## config.mk

```make
export PLATFORM = sky130hd
export DESIGN_NAME = rail_seq
export DESIGN_NICKNAME = d
export VERILOG_FILES = /design/src/rtl/rail_seq.sv
export SDC_FILE = /design/constraint.sdc
export NUM_CORES = 1
export LEC_CHECK = 0
export ABC_CLOCK_PERIOD_IN_PS = 3450
export BUFFER_PORTS_ARGS = -buffer_cell sky130_fd_sc_hd__buf_2
export CAP_MARGIN = 20
export CORE_UTILIZATION = 55
export DETAILED_ROUTE_END_ITERATION = 7
export PLACE_DENSITY_LB_ADDON = 0.05
export SLEW_MARGIN = 20
export SYNTH_ARGS = -nofsm -noshare
export SYNTH_HDL_FRONTEND = slang
export SYNTH_SLANG_ARGS = --single-unit
```

## constraint.sdc

```tcl
create_clock -name clk -period 3.45 [get_ports clk]
set_input_delay 0.69 -clock clk [delete_from_list [all_inputs] [get_ports clk]]
set_output_delay 0.69 -clock clk [all_outputs]
set_load 0.01 [all_outputs]
```

## src/rtl/rail_seq.sv

```systemverilog
module rail_seq #(
  parameter int NRAIL    = 3,
  parameter int VW       = 12,
  parameter int DW       = 16,
  parameter int AW       = 6,
  parameter int TICK_DIV = 100
) (
  input  logic             clk,
  input  logic             rst_n,
  input  logic [VW-1:0]    vin,
  input  logic             run_pin,
  input  logic             reg_we,
  input  logic [AW-1:0]    reg_addr,
  input  logic [DW-1:0]    reg_wdata,
  input  logic [NRAIL-1:0] rail_fault,
  input  logic [NRAIL-1:0] rail_pg,
  input  logic             flt_line_in,
  output logic             flt_line_oe,
  output logic [NRAIL-1:0] rail_en,
  output logic             alert_n,
  output logic [NRAIL-1:0] gpio_out
);
  localparam int TW = $clog2(TICK_DIV);
  localparam logic [2:0] S_OFF = 3'd0, S_WON = 3'd1, S_ON = 3'd2,
                         S_WOFF = 3'd3, S_LAT = 3'd4, S_RTY = 3'd5;

  logic [NRAIL-1:0][2:0]    st;
  logic [NRAIL-1:0][DW-1:0] cnt, on_dly, off_dly;
  logic [NRAIL-1:0][1:0]    mode;
  logic [NRAIL-1:0]         own, listen, gsel, hit, ev;
  logic [DW-1:0]            retry_dly;
  logic [VW-1:0]            th_on, th_off;
  logic [TW-1:0]            pre;
  logic vin_ok, vin_ok_d, run_d, seq_on, ls1, ls2, alert_q;

  wire cmd       = reg_we && reg_addr == '0;
  wire c_on      = cmd & reg_wdata[0];
  wire c_off     = cmd & reg_wdata[1];
  wire c_clr     = cmd & reg_wdata[2];
  wire c_rst     = cmd & reg_wdata[3];
  wire tick      = pre == TW'(TICK_DIV - 1);
  wire start_evt = ~seq_on & vin_ok & ((vin_ok & ~vin_ok_d) | (run_pin & ~run_d) | c_on);
  wire stop_evt  = seq_on & (c_off | ~vin_ok);
  wire live      = (seq_on & ~stop_evt) | start_evt;

  assign flt_line_oe = |own;
  assign alert_n     = ~alert_q;

  always_comb begin
    for (int i = 0; i < NRAIL; i++) begin
      hit[i]      = rail_fault[i] | (listen[i] & ~ls2);
      ev[i]       = (st[i] == S_ON) & hit[i];
      rail_en[i]  = (st[i] == S_ON) | (st[i] == S_WOFF);
      gpio_out[i] = gsel[i] ? ls2 : (rail_pg[i] & (st[i] == S_ON));
    end
  end

  always_ff @(posedge clk or negedge rst_n) begin
    if (!rst_n) begin
      pre <= '0; vin_ok <= 1'b0; vin_ok_d <= 1'b0; run_d <= 1'b0;
      seq_on <= 1'b0; ls1 <= 1'b1; ls2 <= 1'b1; alert_q <= 1'b0;
      th_on <= '1; th_off <= '0; retry_dly <= '0;
      listen <= '0; gsel <= '0; own <= '0;
      st <= '0; cnt <= '0; on_dly <= '0; off_dly <= '0; mode <= '0;
    end else begin
      pre      <= (tick | start_evt | stop_evt) ? '0 : pre + 1'b1;
      vin_ok   <= (vin > th_on) ? 1'b1 : (vin < th_off) ? 1'b0 : vin_ok;
      vin_ok_d <= vin_ok;
      run_d    <= run_pin;
      ls1      <= flt_line_in;
      ls2      <= ls1;
      if (stop_evt)       seq_on <= 1'b0;
      else if (start_evt) seq_on <= 1'b1;
      if (|ev)            alert_q <= 1'b1;
      else if (c_clr)     alert_q <= 1'b0;
      if (reg_we) begin
        if (reg_addr == AW'(1)) th_on     <= reg_wdata[VW-1:0];
        if (reg_addr == AW'(2)) th_off    <= reg_wdata[VW-1:0];
        if (reg_addr == AW'(3)) retry_dly <= reg_wdata;
        if (reg_addr == AW'(4)) gsel      <= reg_wdata[NRAIL-1:0];
        if (reg_addr == AW'(5)) listen    <= reg_wdata[NRAIL-1:0];
      end
      for (int i = 0; i < NRAIL; i++) begin
        if (reg_we && reg_addr == AW'(8 + 3*i))  on_dly[i]  <= reg_wdata;
        if (reg_we && reg_addr == AW'(9 + 3*i))  off_dly[i] <= reg_wdata;
        if (reg_we && reg_addr == AW'(10 + 3*i)) mode[i]    <= reg_wdata[1:0];
        case (st[i])
          S_OFF: if (start_evt) begin st[i] <= S_WON; cnt[i] <= on_dly[i]; end
          S_WON: begin
            if (stop_evt)           st[i] <= S_OFF;
            else if (cnt[i] == '0)  st[i] <= S_ON;
            else if (tick)          cnt[i] <= cnt[i] - 1'b1;
          end
          S_ON: begin
            if (stop_evt) begin
              st[i] <= S_WOFF; cnt[i] <= off_dly[i];
            end else if (hit[i] && !mode[i][1]) begin
              own[i] <= rail_fault[i];
              if (mode[i][0]) begin st[i] <= S_RTY; cnt[i] <= retry_dly; end
              else st[i] <= S_LAT;
            end
          end
          S_WOFF: begin
            if (start_evt) begin st[i] <= S_WON; cnt[i] <= on_dly[i]; end
            else if (cnt[i] == '0) st[i] <= S_OFF;
            else if (tick)         cnt[i] <= cnt[i] - 1'b1;
          end
          S_LAT: if (c_rst) begin
            own[i] <= 1'b0;
            if (live) begin st[i] <= S_WON; cnt[i] <= on_dly[i]; end
            else st[i] <= S_OFF;
          end
          S_RTY: begin
            if (stop_evt)          begin st[i] <= S_OFF; own[i] <= 1'b0; end
            else if (cnt[i] == '0) begin st[i] <= S_ON;  own[i] <= 1'b0; end
            else if (tick)         cnt[i] <= cnt[i] - 1'b1;
          end
          default: st[i] <= S_OFF;
        endcase
      end
    end
  end
endmodule

```

==> metrics.txt <==
# TYPE chip_impl_metric gauge
chip_impl_metric{name="final_max_slew_viol_count",unit=""} 0
chip_impl_info{name="dominantRegCellSynth",value="dfrtp_1"} 1
chip_impl_metric{name="synth_edf_count",unit=""} 0
chip_impl_info{name="synth.area.top_cells",value="dfrtp_1 (43%), mux2_2 (13%), nand2_1 (3.8%), ha_1 (3.1%), dfstp_2 (3.1%)"} 1
chip_impl_metric{name="r2r_setup_slack",unit="ps"} 780
chip_impl_metric{name="clock_insertion_delay_worst_skew",unit="ps"} 540
chip_impl_metric{name="cts_resized",unit=""} 0
chip_impl_metric{name="cp.arrival",unit="ps"} 2420
chip_impl_metric{name="yosysWarningCount",unit=""} 0
chip_impl_metric{name="die_h",unit="µm"} 149.6
chip_impl_metric{name="total_vias_in_the_final_route",unit=""} 9526
chip_impl_info{name="run_status",value="complete, no violations"} 1
chip_impl_metric{name="rows",unit=""} 53
chip_impl_metric{name="placed_cell_area",unit="µm²"} 12530
chip_impl_metric{name="remaining_drc_errors",unit=""} 0
chip_impl_metric{name="area_growth",unit="%"} 11.10
chip_impl_metric{name="syn_area",unit="µm²"} 11980
chip_impl_metric{name="synth-seq-cells",unit=""} 222
chip_impl_metric{name="core",unit="µm²"} 21220
chip_impl_metric{name="die_w",unit="µm"} 149.6
chip_impl_metric{name="postRouteWirelength",unit="µm"} 32810
chip_impl_metric{name="routed_wire_length_per_instance",unit="µm"} 21.69
chip_impl_info{name="synth_top_cell_by_area",value="dfrtp_1"} 1
chip_impl_metric{name="final.fill_count",unit=""} 1794
chip_impl_metric{name="cts_buffer_depth",unit=""} 3
chip_impl_metric{name="first_global_vias",unit=""} 9289
chip_impl_metric{name="finalCriticalPeriod",unit="ps"} 3105
chip_impl_metric{name="finalClockSkew",unit="ps"} 29.76
chip_impl_metric{name="final-seq-area",unit="µm²"} 5573
chip_impl_metric{name="ir_worst_vdd",unit="mV"} 0.4635
chip_impl_metric{name="yosys.area.top_type_share",unit=""} 0.4345
chip_impl_metric{name="final_min_period_over_clock_period",unit=""} 0.9001
chip_impl_metric{name="gr-total-overflow",unit=""} 0
chip_impl_info{name="synth.most_common_cell",value="dfrtp_1"} 1
chip_impl_metric{name="cts_post_setup_buffers_inserted",unit=""} 0
chip_impl_metric{name="grt_util_all_layers",unit=""} 0.3046
chip_impl_metric{name="layout_setup_ws",unit="ps"} 344.6
chip_impl_metric{name="power.leakage",unit="nW"} 5.894
chip_impl_metric{name="fin_hold_ws",unit="ps"} 214.8
chip_impl_metric{name="cts-buffers-inserted",unit=""} 25
chip_impl_metric{name="dp_hpwl",unit="µm"} 22960
chip_impl_metric{name="hold_viol_final",unit=""} 0
chip_impl_info{name="rr_endpoint",value="cnt[31]"} 1
chip_impl_metric{name="drtAntennaViolNets",unit=""} 0
chip_impl_metric{name="post_drt_via_cell_ratio",unit=""} 6.296
chip_impl_info{name="top_layer",value="met4"} 1
chip_impl_metric{name="timing.critical_path.required",unit="ps"} 2760
chip_impl_metric{name="wl_met3",unit="µm"} 1766
chip_impl_info{name="clock_tree_from_tritoncts",value="done"} 1
chip_impl_metric{name="syn-instance-count",unit=""} 1173
chip_impl_info{name="clock_tree_root_buffer_cell",value="clkbuf_16"} 1
chip_impl_metric{name="max-slew-margin-rel",unit=""} 0.3713
chip_impl_metric{name="postLayoutCellArea",unit="µm²"} 13310
chip_impl_metric{name="portBuffers",unit=""} 52
chip_impl_metric{name="post_route_cells_drive_above_1_share",unit=""} 0.2472
chip_impl_metric{name="setup_tns",unit="ps"} 0
chip_impl_metric{name="drt_iter0_drc",unit=""} 864
chip_impl_metric{name="area_of_combinational_cells_with_multiple_inputs",unit="µm²"} 5912
chip_impl_metric{name="syn_area_per_cell",unit="µm²"} 10.21
chip_impl_metric{name="num-nets-final",unit=""} 1294
chip_impl_info{name="timing.critical_path.to_type",value="output port"} 1
chip_impl_metric{name="max_slew.worst_pin.slew",unit="ps"} 940.5
chip_impl_metric{name="setup_viol",unit=""} 0
chip_impl_metric{name="ios",unit=""} 53
chip_impl_metric{name="detailedPlace.worstSlack",unit="ps"} 328.9
chip_impl_metric{name="timing.critical_path.fanout_max",unit=""} 18
chip_impl_metric{name="p_per_area",unit="nW/µm²"} 750.5
chip_impl_metric{name="async_reset_ff_frac",unit=""} 1.000
chip_impl_metric{name="largest_net_degree_at_the_start_of_global_routing",unit=""} 111
chip_impl_metric{name="htree_num_levels",unit=""} 1
chip_impl_metric{name="grt_pass1_wl",unit="µm"} 52080
chip_impl_metric{name="die_area",unit="µm²"} 22380
chip_impl_metric{name="drt-met1-wl",unit="µm"} 14900
chip_impl_metric{name="worst-r2r-cell-count",unit=""} 7
chip_impl_metric{name="cts-hold-fix-buffers",unit=""} 0
chip_impl_metric{name="clk_pin_slew",unit="ps"} 60
chip_impl_info{name="min_path_type",value="in2async"} 1
chip_impl_metric{name="netlist-cell-type-count",unit=""} 87
chip_impl_metric{name="synth_fp_nets",unit=""} 1248
chip_impl_info{name="rsz0062_at_grt",value="false"} 1
chip_impl_metric{name="antenna_cells",unit=""} 0
chip_impl_metric{name="met2_length",unit="µm"} 15250
chip_impl_metric{name="fmax",unit="MHz"} 322.0
chip_impl_info{name="commonest_cells_in_the_netlist",value="dfrtp_1 (208), mux2_2 (137), nand2_1 (120)"} 1
chip_impl_metric{name="start_util",unit=""} 0.5646
chip_impl_metric{name="gpl_wtd_cong",unit=""} 0.9295
chip_impl_metric{name="final_core_utilization",unit=""} 0.6272
chip_impl_metric{name="cts_num_sinks",unit=""} 222
chip_impl_metric{name="number_of_antenna_violations_at_the_first_check_in_global_routing",unit=""} 0
chip_impl_metric{name="timing.max_cap.violations",unit=""} 0
chip_impl_info{name="critPathLaunchType",value="flip-flop"} 1
chip_impl_info{name="worstSetupPathType",value="reg2out"} 1
chip_impl_metric{name="detailedRoute.firstPassIterationCount",unit=""} 5
chip_impl_metric{name="synth.yosys.seq_area_share",unit=""} 0.4652
chip_impl_info{name="timing.rr.start",value="vin_ok"} 1
## logic make-up after synthesis
logic type | synth area share
adders and majority gates | 0.03133
xor gates and xnor gates | 0.003656
buffers and inverters | 0.04188
and+or+nand+nor | 0.1456
AOI/OAI and AO/OA | 0.1815
muxes | 0.1309
DFF | 0.4652
## how the worst max path moves through the flow
stage / cells after the start / to / start
after global placement: 9 / cnt[7] / reg_addr[3]
final: 6 / gpio_out[1] / st[4]
after detailed placement: 9 / cnt[9] / reg_addr[3]
after global routing: 6 / gpio_out[1] / st[4]
after CTS: 6 / gpio_out[1] / st[4]
after floorplan: 10 / cnt[31] / reg_addr[2]
## worst max-delay path, stage by stage (launching register included)
cell and delay [ps]:
dfrtp_1 550, inv_1 240, nor2_1 410, nand2_1 100
buf_4 220, o21ai_0 210, buf_2 160
## state kept, by name (all words and copies together) (netlist names), 3 cells and up
signal	cells
on_dly	48
own	3
cnt	48
off_dly	48
retry_dly	16
th_off	12
mode	6
pre	7
listen	3
gsel	3
st	9
th_on	12
## cells in the final DEF (no fill, tap or decap), types with 21 or more instances in the layout
master and count:
a211oi_1 23, a21oi_1 72, a221oi_1 21, buf_2 51, buf_4 30, clkbuf_16 25, dfrtp_1 208, ha_1 30
inv_1 50, mux2_2 137, nand2_1 120, nor2_1 67, nor3_1 28, o21ai_0 70, o21ai_1 36
## area by class of cell
class                           instances  share of cell area
Tap cell                              275             0.02585
Timing Repair Buffer                   83             0.03873
Clock buffer                           36             0.05236
Inverter                               50             0.01410
Multi-Input combinational cell        837              0.4442
Sequential cell                       222              0.4187
Clock inverter                         10            0.006110
## metal layers
layer / global-route usage / vias to the layer above
li1: - / 4400
met1: 0.4372 / 4784
met2: 0.4826 / 283
met3: 0.03628 / 59
met4: 0.09133 / 0
met5: 0 / -
## power breakdown
group | internal [mW] | total, mW | switching, mW
clock network | 1.48 | 2.56 | 1.09
registers | 3.18 | 3.72 | 0.537
logic | 1.38 | 3.71 | 2.33
total | 6.04 | 9.99 | 3.95
## stage by stage
step                cells  power [mW]
finish               1513       9.990
global route         1513       10.60
CTS                  1513       9.992
detailed placement   1467       7.419
global placement     1467       7.356
floorplan            1173       6.416
(Power assumes the default switching activity.)
